===== src/rtl/adc_seq_pkg.sv =====
package adc_seq_pkg;

  localparam int CODE_W = 3;

  typedef struct packed {
    logic              scan;
    logic              multi;
    logic              len8;
    logic              single;
    logic              internal;
    logic [CODE_W-1:0] code;
  } seq_cfg_t;

  typedef enum logic [1:0] {
    ST_IDLE,
    ST_ISSUE,
    ST_WAIT
  } seq_state_t;

endpackage


===== src/rtl/adc_chan_map.sv =====
module adc_chan_map
  import adc_seq_pkg::*;
#(
  parameter int IDX_W = 3
) (
  input  seq_cfg_t           cfg,
  input  logic [IDX_W-1:0]   slot,
  output logic [CODE_W:0]    sel,
  output logic               reserved
);

  localparam int HALF_W = CODE_W - 1;

  logic [CODE_W-1:0] ch;
  logic              rotate;

  always_comb begin
    rotate = cfg.multi && !(cfg.single && !cfg.len8);
    ch     = cfg.code;
    if (rotate) begin
      if (cfg.len8) begin
        ch = cfg.code + CODE_W'(slot);
      end else begin
        ch = {cfg.code[CODE_W-1], cfg.code[HALF_W-1:0] + HALF_W'(slot)};
      end
    end
    sel      = {cfg.internal, ch};
    // internal codes: 100 high ref, 101 low ref, 110 midpoint; others reserved
    reserved = cfg.internal && (!ch[CODE_W-1] || (&ch));
  end

endmodule


===== src/rtl/adc_result_ram.sv =====
module adc_result_ram #(
  parameter int DATA_W = 10,
  parameter int DEPTH  = 8,
  localparam int AW    = $clog2(DEPTH)
) (
  input  logic              clk,
  input  logic              we,
  input  logic [AW-1:0]     waddr,
  input  logic [DATA_W-1:0] wdata,
  input  logic [AW-1:0]     raddr,
  output logic [DATA_W-1:0] rdata
);

  logic [DATA_W-1:0] mem [DEPTH];

  always_ff @(posedge clk) begin
    if (we) begin
      mem[waddr] <= wdata;
    end
    rdata <= mem[raddr];
  end

endmodule


===== src/rtl/adc_seq_fsm.sv =====
module adc_seq_fsm
  import adc_seq_pkg::*;
#(
  parameter int NSLOT = 8,
  localparam int IDX_W = $clog2(NSLOT)
) (
  input  logic             clk,
  input  logic             rst,
  input  logic             cfg_wr,
  input  seq_cfg_t         cfg_in,
  input  logic             conv_done,
  input  logic [CODE_W:0]  ch_sel,
  input  logic             ch_reserved,
  output seq_cfg_t         cfg_q,
  output logic [IDX_W-1:0] slot,
  output logic             conv_start,
  output logic [CODE_W:0]  conv_sel,
  output logic             wr_en,
  output logic             wr_zero,
  output logic             seq_done
);

  localparam logic [IDX_W-1:0] LAST_LONG  = IDX_W'(NSLOT - 1);
  localparam logic [IDX_W-1:0] LAST_SHORT = IDX_W'(NSLOT / 2 - 1);

  seq_state_t       state;
  logic [IDX_W-1:0] last_slot;
  logic             step_ok;

  always_comb begin
    if (cfg_q.single && !cfg_q.len8) last_slot = '0;
    else if (cfg_q.len8)             last_slot = LAST_LONG;
    else                             last_slot = LAST_SHORT;

    step_ok = 1'b0;
    wr_en   = 1'b0;
    wr_zero = 1'b0;
    if (!cfg_wr) begin
      if (state == ST_ISSUE && ch_reserved) begin
        wr_en   = 1'b1;
        wr_zero = 1'b1;
        step_ok = 1'b1;
      end else if (state == ST_WAIT && conv_done) begin
        wr_en   = 1'b1;
        step_ok = 1'b1;
      end
    end
  end

  always_ff @(posedge clk) begin
    if (rst) begin
      state      <= ST_IDLE;
      slot       <= '0;
      conv_start <= 1'b0;
      conv_sel   <= '0;
      seq_done   <= 1'b0;
      cfg_q      <= '0;
    end else begin
      conv_start <= 1'b0;
      if (cfg_wr) begin
        cfg_q    <= cfg_in;
        slot     <= '0;
        seq_done <= 1'b0;
        state    <= ST_ISSUE;
      end else begin
        if (state == ST_ISSUE && !ch_reserved) begin
          conv_start <= 1'b1;
          conv_sel   <= ch_sel;
          state      <= ST_WAIT;
        end
        if (step_ok) begin
          if (slot == last_slot) begin
            seq_done <= 1'b1;
            slot     <= '0;
            state    <= cfg_q.scan ? ST_ISSUE : ST_IDLE;
          end else begin
            slot  <= slot + 1'b1;
            state <= ST_ISSUE;
          end
        end
      end
    end
  end

  // start request lasts one clock
  p_start_pulse_r2: assert property (@(posedge clk) disable iff (rst)
    conv_start |=> !conv_start);

  // select held while the converter works
  p_sel_hold_r2: assert property (@(posedge clk) disable iff (rst)
    (state == ST_WAIT && !conv_done && !cfg_wr) |=> $stable(conv_sel));

  // reserved internal codes never reach the converter
  p_no_reserved_start_r7: assert property (@(posedge clk) disable iff (rst)
    conv_start |-> !(conv_sel[CODE_W] &&
                     (!conv_sel[CODE_W-1] || (&conv_sel[CODE_W-1:0]))));

  // slot index stays inside the selected length
  p_slot_bound_r5: assert property (@(posedge clk) disable iff (rst)
    (state != ST_IDLE) |-> (slot <= last_slot));

  // a control write restarts at slot 0 with the flag clear
  p_abort_restart_r9: assert property (@(posedge clk) disable iff (rst)
    cfg_wr |=> (slot == '0 && !seq_done && state == ST_ISSUE));

  // without scan the controller idles after completion
  p_idle_after_done_r10: assert property (@(posedge clk) disable iff (rst)
    ($rose(seq_done) && !cfg_q.scan) |-> (state == ST_IDLE));

endmodule


===== src/rtl/adc_seq_ctrl.sv =====
module adc_seq_ctrl
  import adc_seq_pkg::*;
#(
  parameter int DATA_W = 10,
  parameter int NSLOT  = 8,
  localparam int IDX_W = $clog2(NSLOT)
) (
  input  logic              clk,
  input  logic              rst,
  input  logic              cfg_wr,
  input  logic              cfg_scan,
  input  logic              cfg_multi,
  input  logic              cfg_len8,
  input  logic              cfg_single,
  input  logic              cfg_internal,
  input  logic [2:0]        cfg_code,
  output logic              conv_start,
  output logic [3:0]        conv_sel,
  input  logic              conv_done,
  input  logic [DATA_W-1:0] conv_data,
  input  logic [IDX_W-1:0]  rd_idx,
  output logic [DATA_W-1:0] rd_data,
  output logic              seq_done
);

  seq_cfg_t          cfg_in;
  seq_cfg_t          cfg_q;
  logic [IDX_W-1:0]  slot;
  logic [CODE_W:0]   ch_sel;
  logic              ch_reserved;
  logic              wr_en;
  logic              wr_zero;
  logic [DATA_W-1:0] wr_data;

  assign cfg_in = '{scan: cfg_scan, multi: cfg_multi, len8: cfg_len8,
                    single: cfg_single, internal: cfg_internal, code: cfg_code};

  adc_chan_map #(.IDX_W(IDX_W)) u_map (
    .cfg      (cfg_q),
    .slot     (slot),
    .sel      (ch_sel),
    .reserved (ch_reserved)
  );

  adc_seq_fsm #(.NSLOT(NSLOT)) u_fsm (
    .clk         (clk),
    .rst         (rst),
    .cfg_wr      (cfg_wr),
    .cfg_in      (cfg_in),
    .conv_done   (conv_done),
    .ch_sel      (ch_sel),
    .ch_reserved (ch_reserved),
    .cfg_q       (cfg_q),
    .slot        (slot),
    .conv_start  (conv_start),
    .conv_sel    (conv_sel),
    .wr_en       (wr_en),
    .wr_zero     (wr_zero),
    .seq_done    (seq_done)
  );

  assign wr_data = wr_zero ? '0 : conv_data;

  adc_result_ram #(.DATA_W(DATA_W), .DEPTH(NSLOT)) u_ram (
    .clk   (clk),
    .we    (wr_en),
    .waddr (slot),
    .wdata (wr_data),
    .raddr (rd_idx),
    .rdata (rd_data)
  );

endmodule


===== config.mk =====
export PLATFORM = sky130hd
export DESIGN_NAME = adc_seq_ctrl
export DESIGN_NICKNAME = d
export VERILOG_FILES = /design/src/rtl/adc_seq_pkg.sv /design/src/rtl/adc_chan_map.sv /design/src/rtl/adc_result_ram.sv /design/src/rtl/adc_seq_fsm.sv /design/src/rtl/adc_seq_ctrl.sv
export SDC_FILE = /design/constraint.sdc
export NUM_CORES = 1
export LEC_CHECK = 0
export ABC_CLOCK_PERIOD_IN_PS = 7450
export BUFFER_PORTS_ARGS = -buffer_cell sky130_fd_sc_hd__buf_2
export CAP_MARGIN = 20
export CORE_AREA = 3 3 91 93
export CTS_BUF_LIST = sky130_fd_sc_hd__clkbuf_8
export DETAILED_ROUTE_END_ITERATION = 12
export DIE_AREA = 0 0 94 96
export PLACE_DENSITY = 0.84
export SLEW_MARGIN = 15
export SYNTH_ARGS = -nofsm -noshare
export SYNTH_HDL_FRONTEND = slang
export SYNTH_SLANG_ARGS = --single-unit

===== constraint.sdc =====
create_clock -name clk -period 7.45 [get_ports clk]
set_input_delay 1.8625 -clock clk [delete_from_list [all_inputs] [get_ports clk]]
set_output_delay 1.8625 -clock clk [all_outputs]
set_load 0.005 [all_outputs]

Yosys cells after proc, flatten, opt, wreduce, memory -nomap -nowiden
Memories as Yosys holds them, arrays and structs flattened. A register that Yosys moved wholly into a read port is not among the register bits.
Index checks and enable logic that the tools add are counted.
{"block": "word_totals", "register_bits": 19, "ramBits": 80, "inputBits": 25, "out_inout_bits": 16, "word_cells": 56, "n_memories": 1}
{"name": "u_ram.mem", "words": 8, "width": 10, "rd": 1, "rd_clocked_by_memory_dff": 1, "write_ports": 1, "line_no": "adc_result_ram.sv:14", "source": "logic [DATA_W-1:0] mem [DEPTH];"}
{"block": "op_classes", "n_addsub": 3, "eq_ne": 3, "mux": 19, "bitwise_logic": 1, "reduce_logical": 17}
{"cell": "2-to-1 mux 3 bit", "n": 5}
{"cell": "2-to-1 mux 1 bit", "n": 10}
{"cell": "2-to-1 mux 10 bit", "n": 1}
{"cell": "logical AND 1 bit", "n": 6}
{"cell": "2-to-1 mux 2 bit", "n": 3}
{"cell": "zero test 1 bit", "n": 4}
{"cell": "AND reduction 2 bit", "n": 2}
{"cell": "adder 3 x 1 -> 3 bit, second input constant", "n": 1}
{"cell": "adder 3 bit", "n": 1}
{"cell": "== test 3 bit", "n": 1}
{"cell": "AND reduction 3 bit", "n": 1}
{"cell": "nonzero test 3 bit", "n": 1}
{"cell": "adder 2 bit", "n": 1}
{"cell": "== test 2 x 1 -> 1 bit, second input constant", "n": 1}
{"cell": "== test 2 bit, second input constant", "n": 1}
{"cell": "nonzero test 2 bit", "n": 1}
{"cell": "OR reduction 2 bit", "n": 1}
{"cell": "logical OR 1 bit", "n": 1}
{"cell": "NOT 1 bit", "n": 1}

Longest topological paths before layout
Gate-level depths: netlist of the first run.
{"block": "depth", "depth_word": 13, "ltp_mapped": 8, "mapped_depth_nobuf": 7}

Cells and area by module
Synthesis of the first run repeated with hierarchy kept, for this count alone.
{"block": "hier_totals", "cells_unflattened": 249, "hier_area_um2": 4389.2}
{"mod": "adc_result_ram", "instances": 1, "cells_per_inst": 138, "area_per_inst_um2": 3333.2, "seq_area_each_um2": 2602.5}
{"mod": "adc_seq_fsm", "instances": 1, "cells_per_inst": 83, "area_per_inst_um2": 843.3, "seq_area_each_um2": 380.4}
{"mod": "adc_chan_map", "instances": 1, "cells_per_inst": 18, "area_per_inst_um2": 150.1, "seq_area_each_um2": 0.0}
{"mod": "adc_seq_ctrl", "instances": 1, "cells_per_inst": 10, "area_per_inst_um2": 62.6, "seq_area_each_um2": 0.0}

Worst setup path before layout of the first run
Ideal clock, no wire load.
{"block": "synth_path", "kind": "input to register", "from": "input port cfg_wr", "to": "memory u_ram.mem[0][0] (enable)", "setup_time_ps": 407, "t_arrival_ps": 3486, "path_slack_ps": 3557, "stages": 3, "path_cell_list": "clkbuf_8 clkbuf_1 nor4b_1"}
{"block": "synth_via", "elab_chain_len": 3}
{"item": "start, declared", "line_no": "adc_seq_ctrl.sv:10", "source": "input logic cfg_wr,"}
{"item": "2-to-1 mux 1 bit", "line_no": "adc_seq_fsm.sv:38", "source": "if (!cfg_wr) begin"}
{"item": "2-to-1 mux 1 bit", "line_no": "adc_result_ram.sv:17", "source": "if (we) begin"}
{"item": "2-to-1 mux 1 bit (implied by the code)", "line_no": "adc_result_ram.sv:18", "source": "mem[waddr] <= wdata;"}
{"item": "end, declared", "line_no": "adc_result_ram.sv:14"}
No other way between the ends.

Worst setup path after layout of the first run
{"block": "layout_path", "from": "input port cfg_wr", "to": "memory u_ram.mem[0][9], data pin"}
{"block": "layout_via", "elab_chain_len": 2}
{"item": "2-to-1 mux 1 bit", "line_no": "adc_seq_fsm.sv:38"}
{"item": "2-to-1 mux 10 bit", "line_no": "adc_seq_ctrl.sv:62", "source": "assign wr_data = wr_zero ? '0 : conv_data;"}
{"item": "net u_ram.wdata[9]", "line_no": "adc_result_ram.sv:9", "source": "input logic [DATA_W-1:0] wdata,"}
The timed path passes the listed nets, and every way through them passes these cells.

==> reports/qor.csv, run 1 <==
metric;value;unit
power_switching;0.236;mW
distinct_cell_type_count_after_synthesis;46;
synth-seq-area-share;0.683;
synthTopCellsByCount;sky130_fd_sc_hd__edfxtp_1, sky130_fd_sc_hd__dfxtp_1, sky130_fd_sc_hd__mux4_2;
clkSinkCount;109;
p_int;0.852;mW
yosys_warnings;0;
mappedNetlistArea;0.00437;sq mm
post_synth.cell_area_avg;17.1;sq um
die_area;0.00902;sq mm
design.final.nets;330;
cts_buffers;9;
postSynthRegisterBits;109;
buffer_ports.inserted;40;
run_status;finished clean;
report.power.total;1.09;mW
peakVddDrop;0.136;mV
timing.final.crit_period;3220;ps
synth.area.top_cells;sky130_fd_sc_hd__edfxtp_1, sky130_fd_sc_hd__dfxtp_1, sky130_fd_sc_hd__mux4_2, sky130_fd_sc_hd__mux2_2, sky130_fd_sc_hd__mux2i_1;
tightestPinTransition;696;ps
htreeDepth;3;
timing.hold.worst.class;register to register;
detail_route.drc_violations;0;
route.detailed.vias_per_inst;5.66;
postLayoutSetupSlackWorst;4230;ps
synthDominantCellAreaShare;0.550;
synth_edf_count;80;
worst_clock_skew;8.37;ps
final_design_area_no_fill;0.00489;sq mm
avgRoutedWirePerCell;18.5;microns
power_leakage;1.72;nW
power_switching_share;0.217;
worstPathCellList;buf_2 > or3b_2 > o21bai_2 > and2_1;
timing.critical_path.slowest_stage_cell;sky130_fd_sc_hd__or3b_2;
share_of_synthesized_registers_carrying_an_async_set_or_reset;0;
cellPowerDensity;222;mW/mm^2
cts.repair.resized;0;
synth_nets;284;
placementRows;32;
global_route_total_usage_across_every_layer;0.187;
finalWeightedCongestion;0.825;
antenna_cells;0;
finalHoldViolCount;0;
cts.hold.buffers_added;0;
fp.dieW;94;microns
path_delay_family;simple AND/OR/NAND/NOR gates;
final.setup.tns;0;ps
worstPathMaxFanout;18;
insertion_delay;360;ps
cts.repair_timing.setup_buffer_count;0;
synth_top_cell_by_area;sky130_fd_sc_hd__edfxtp_1;
drtAntennaViolNets;0;
wire_length_of_the_first_global_routing_pass;12.2;mm
drv_slew;0;
synth.most_common_cell;sky130_fd_sc_hd__edfxtp_1;
share_clk_of_total_power;0.330;
firstDrtPassIters;4;
crit_path_max_incr_delay;560;ps
routed-via-count;2316;
grt_start_max_net_pins;21;
worst-endpoint-required;7540;ps
comb_power_share;0.058;
final-setup-viol-count;0;
worst-setup-path-type;input port to register;
cap_violations;0;
layout_cells_sized_above_1;0.362;
drtIter0Drc;99;
rsz0062_at_grt;false;
cts_root_buf;sky130_fd_sc_hd__clkbuf_8;
cts_tree;yes;
finalCritPeriodShare;0.432;
areaGrowthSynthToFinish;12.0;%
max_freq;311;MHz
arrival;3310;ps
placeableCoreArea;0.00761;sq mm
synthFlopType;sky130_fd_sc_hd__edfxtp_1;
critical_path_buf_inv_count;1;
finalCoreUtilization;0.643;
netlist_instances;256;
seq_power_share;0.612;
start_util;0.575;
global_route.overflow_total;0;
grt_pass1_vias;2351;
ioPinCount;41;
cp-end-kind;register;
detailedPlacementHpwl;5.05;mm
clockBufferDepth;2;
path_clk_slew;100;ps
placement.cell_area;0.00469;sq mm
chipHeight;96;microns
number_of_antenna_violations_at_the_first_check_in_global_routing;0;
worst_slew_margin_rel;0.536;
drt_wl_total;7.58;mm
crit_path_start_kind;input port;
pre_cts_slack;3840;ps
[power groups by stage]
| stage | registers (mW) | logic [mW] | clock network, mW |
|---|---|---|---|
| after floorplan | 0.679 | 0.0445 | 0 |
| after global placement | 0.679 | 0.0615 | 0 |
| after detailed placement | 0.679 | 0.0647 | 0 |
| after CTS | 0.666 | 0.0647 | 0.368 |
| after global routing | 0.667 | 0.0710 | 0.391 |
| final | 0.666 | 0.0634 | 0.359 |
[sequential cells by signal (all words and copies together) (netlist names)]
register,cells
u_fsm.cfg_q,8
u_fsm.conv_sel,4
u_fsm.conv_start,1
u_fsm.seq_done,1
u_fsm.slot,3
u_fsm.state,2
u_ram.mem,80
u_ram.rdata,10
[path summary, 6_finish.rpt]
path / start / to / slack [ps] / cells after the start
setup / recovery: cfg_wr / u_ram.mem[0][9]$_DFFE_PP_ / 4230 / 4
hold / removal: u_fsm.seq_done$_SDFFE_PP0P_ / u_fsm.seq_done$_SDFFE_PP0P_ / 450 / 2
setup reg to reg: u_fsm.slot[0]$_SDFFE_PP0P_ / u_ram.mem[4][8]$_DFFE_PP_ / 4640 / 8
hold reg to reg: u_fsm.seq_done$_SDFFE_PP0P_ / u_fsm.seq_done$_SDFFE_PP0P_ / 450 / 2
[tightest hold or removal path, stage by stage (launching register included)]
cell,delay (ps)
sky130_fd_sc_hd__dfxtp_1,330
sky130_fd_sc_hd__nand2_1,40
sky130_fd_sc_hd__o21ai_0,50
[cells in the final DEF (no fill, tap or decap), drive strengths merged, types with 2 or more instances in the layout]
| master | instances |
|---|---|
| o221a | 2 |
| nor4 | 5 |
| or3 | 2 |
| clkinv | 2 |
| nor2b | 6 |
| inv | 5 |
| and2 | 10 |
| ha | 2 |
| dfxtp | 29 |
| mux4 | 20 |
| o211a | 2 |
| mux2 | 12 |
| nor3 | 5 |
| a21oi | 3 |
| nand2b | 4 |
| clkbuf | 9 |
| nor2 | 11 |
| nand2 | 14 |
| o21ai | 3 |
| mux2i | 11 |
| edfxtp | 80 |
| nand3b | 4 |
| buf | 48 |
[area by class of cell]
class                      instances  area [sq um]
inverter                           2          7.51
multi-input combinational        132          1310
timing repair buffer              48           260
tap                              102           128
fill                             534          2710
clock buffer                       9           124
clock inverter                     7          81.3
sequential                       109          2980
[per-layer routing]
layer / vias up / global-route usage / share of wire
met5: - / 0 / 0
met4: 0 / 0.0542 / 0.011
met3: 9 / 0.0532 / 0.052
met2: 56 / 0.319 / 0.53
met1: 1164 / 0.237 / 0.41
li1: 1087 / - / -
[cells by family (layout without fill, tap and decap cells)]
family	Yosys count	after routing	synth area share
AO/OA/AOI/OAI	19	19	0.0341
multiplexers	43	43	0.159
XOR/XNOR	1	1	0.00200
AND/OR/NAND/NOR	66	66	0.0870
flip-flops	109	109	0.683
adder cells (fa/ha/maj)	3	3	0.0103
buffers and inverters	15	66	0.0249
[stage by stage]
step	hold WS, ps	cells
2_1_floorplan	449	256
3_3_place_gp	433	393
3_5_place_dp	439	393
4_1_cts	462	409
5_1_grt	505	409
6_report	454	409
No activity file was read; power rests on OpenSTA's default activity.
==> run 2: changes to the inputs <==
--- a/config.mk
+++ b/config.mk
@@ -5,7 +5,7 @@
 export SDC_FILE = /design/constraint.sdc
 export NUM_CORES = 1
 export LEC_CHECK = 0
-export ABC_CLOCK_PERIOD_IN_PS = 7450
+export ABC_CLOCK_PERIOD_IN_PS = 3100
 export BUFFER_PORTS_ARGS = -buffer_cell sky130_fd_sc_hd__buf_2
 export CAP_MARGIN = 20
 export CORE_AREA = 3 3 91 93
==> constraint.sdc (replaced) <==
create_clock -name clk -period 3.1 [get_ports clk]
set_input_delay 0.775 -clock clk [delete_from_list [all_inputs] [get_ports clk]]
set_output_delay 0.775 -clock clk [all_outputs]
set_load 0.005 [all_outputs]
==> reports/qor.csv, run 2 (same netlist as run 1, synthesis figures left out) <==
metric;value;unit;change
cts_tree;yes;;
firstDrtPassIters;4;;unchanged
cap_violations;0;;unchanged
ioPinCount;41;;unchanged
cts.repair_timing.setup_buffer_count;0;;unchanged
htreeDepth;3;;unchanged
start_util;0.575;;unchanged
timing.hold.worst.class;register to register;;
insertion_delay;360;ps;about the same
r2r_cells;8;;unchanged
clockBufferDepth;2;;unchanged
grt_pass1_vias;2314;;-1.6%
drtAntennaViolNets;0;;unchanged
arrival;2710;ps;-600 ps
design.final.nets;333;;+0.91%
cellPowerDensity;518;mW/mm^2;+130%
tightestPinTransition;525;ps;-170 ps
cp-end-kind;register;;
path_delay_family;compound AO/OA/AOI/OAI gates;;
max_freq;377;MHz;
worst_slew_margin_rel;0.650;;+0.114
worstPathMaxFanout;13;;-5
chipHeight;96;microns;unchanged
crit_path_start_kind;register;;
antenna_cells;0;;unchanged
finalCritPeriodShare;0.855;;
timing.final.crit_period;2650;ps;
run_status;finished clean;;
areaGrowthSynthToFinish;12.0;%;about the same
reg2reg_to;u_ram.mem[1][0]$_DFFE_PP_;;
worst-endpoint-required;3160;ps;-4380 ps
layout_top_registers;u_ram.mem (80), u_ram.rdata (10), u_fsm.cfg_q (8);;
worst_clock_skew;13.7;ps;+5.31 ps
drt_wl_total;7.60;mm;+0.32%
route.detailed.vias_per_inst;5.62;;-0.77%
clkSinkCount;109;;unchanged
filler_free_cell_count_of_the_finished_design;412;;+0.73%
finalCoreUtilization;0.644;;about the same
rsz0062_at_grt;false;;
regMostFlops;u_ram.mem;;
routed-via-count;2315;;-0.043%
worstSetupEndpoint;u_ram.mem[1][0]$_DFFE_PP_;;
peakVddDrop;0.324;mV;+140%
placeableCoreArea;0.00761;sq mm;unchanged
drtIter0Drc;170;;+72%
detailedPlacementHpwl;5.02;mm;-0.48%
largest_register_ffs;80;;unchanged
buffer_ports.inserted;40;;unchanged
grt_start_max_net_pins;21;;unchanged
critical_path_buf_inv_count;1;;unchanged
die_area;0.00902;sq mm;unchanged
global_route.overflow_total;0;;unchanged
final-setup-viol-count;0;;unchanged
layout_commonest_cell;sky130_fd_sc_hd__edfxtp_1;;
worstSetupPathDepth;8;;+4
timing.critical_path.slowest_stage_cell;sky130_fd_sc_hd__fa_1;;
avgRoutedWirePerCell;18.5;microns;-0.41%
power_leakage;1.73;nW;+0.35%
number_of_antenna_violations_at_the_first_check_in_global_routing;0;;unchanged
placementRows;32;;unchanged
cts_buffers;9;;unchanged
worstPathCellList;ha_1 > fa_1 > xnor2_1 > o21ai_0 > a211oi_1 > o22a_2 > nor4_2 > buf_4;;
worst_r2r_setup_slack;450;ps;-4190 ps
drv_slew;0;;unchanged
cts_root_buf;sky130_fd_sc_hd__clkbuf_8;;
finalWeightedCongestion;0.750;;-9.0%
finalHoldViolCount;0;;unchanged
cts.repair.resized;0;;unchanged
placed_cells;396;;+0.76%
layout_common_cells;sky130_fd_sc_hd__edfxtp_1, sky130_fd_sc_hd__buf_2, sky130_fd_sc_hd__dfxtp_1;;
critPathLaunch;u_fsm.cfg_q[0]$_SDFFE_PP0P_;;
layout_cells_sized_above_1;0.368;;+0.00618
cts.hold.buffers_added;0;;unchanged
fillCellCount;554;;+3.7%
regToRegStartpoint;u_fsm.cfg_q[0]$_SDFFE_PP0P_;;
global_route_total_usage_across_every_layer;0.185;;-0.00247
crit_path_max_incr_delay;380;ps;-180 ps
path_clk_slew;100;ps;about the same
wire_length_of_the_first_global_routing_pass;12.2;mm;unchanged
detail_route.drc_violations;0;;unchanged
worst-setup-path-type;register to register;;
fp.dieW;94;microns;unchanged
[run 2: worst min path at each step]
stage	startpoint	to	slack (ps)	cells past startpoint
final	u_fsm.seq_done$_SDFFE_PP0P_	u_fsm.seq_done$_SDFFE_PP0P_	460	2
after detailed placement	u_fsm.seq_done$_SDFFE_PP0P_	u_fsm.seq_done$_SDFFE_PP0P_	440	2
after global placement	u_fsm.seq_done$_SDFFE_PP0P_	u_fsm.seq_done$_SDFFE_PP0P_	450	2
after CTS	u_fsm.seq_done$_SDFFE_PP0P_	u_fsm.seq_done$_SDFFE_PP0P_	470	2
after global routing	u_fsm.seq_done$_SDFFE_PP0P_	u_fsm.seq_done$_SDFFE_PP0P_	500	2
after floorplan	u_fsm.seq_done$_SDFFE_PP0P_	u_fsm.seq_done$_SDFFE_PP0P_	450	2
[run 2: metal layers]
metal	track usage	vias to the layer above	wire, microns
met5	0	-	0
met4	0.0397	0	76
met3	0.0477	9	423
met2	0.313	62	3900
met1	0.244	1153	3210
li1	-	1091	-
[run 2: cell type report]
type	count	area, sq um	share of cell area
Inverter	2	7.51	0.00153
Clock buffer	10	138	0.0281
Clock inverter	6	47.5	0.00971
Timing Repair Buffer	51	283	0.0578
Tap cell	102	128	0.0261
Multi-Input combinational cell	132	1310	0.268
Sequential cell	109	2980	0.609
[run 2: worst register-to-register path, delay by kind of cell (launching register included)]
| kind | cells | cell delay, ps |
|---|---|---|
| fa+ha+maj | 2 | 590 |
| simple gates | 1 | 270 |
| buf+inv | 1 | 260 |
| xor+xnor | 1 | 140 |
| compound gates | 3 | 740 |
| flops | 1 | 350 |
[run 2: metrics by stage]
stage | hold WS (ps) | cell area, sq um | setup TNS, ps | setup WS, ps | power (mW)
2_1_floorplan | 449 | 4370 | -2960 | -99.0 | 1.74
3_3_place_gp | 446 | 4710 | 0 | 515 | 1.78
3_5_place_dp | 443 | 4710 | 0 | 440 | 1.79
4_1_cts | 465 | 4900 | 0 | 425 | 2.56
5_1_grt | 505 | 4900 | 0 | 168 | 2.63
6_report | 459 | 4900 | 0 | 449 | 2.54
[run 2: power breakdown]
part,internal [mW],switching [mW]
logic,0.0777,0.0780
clock network,0.321,0.462
registers,1.59,0.0133
total,1.98,0.554
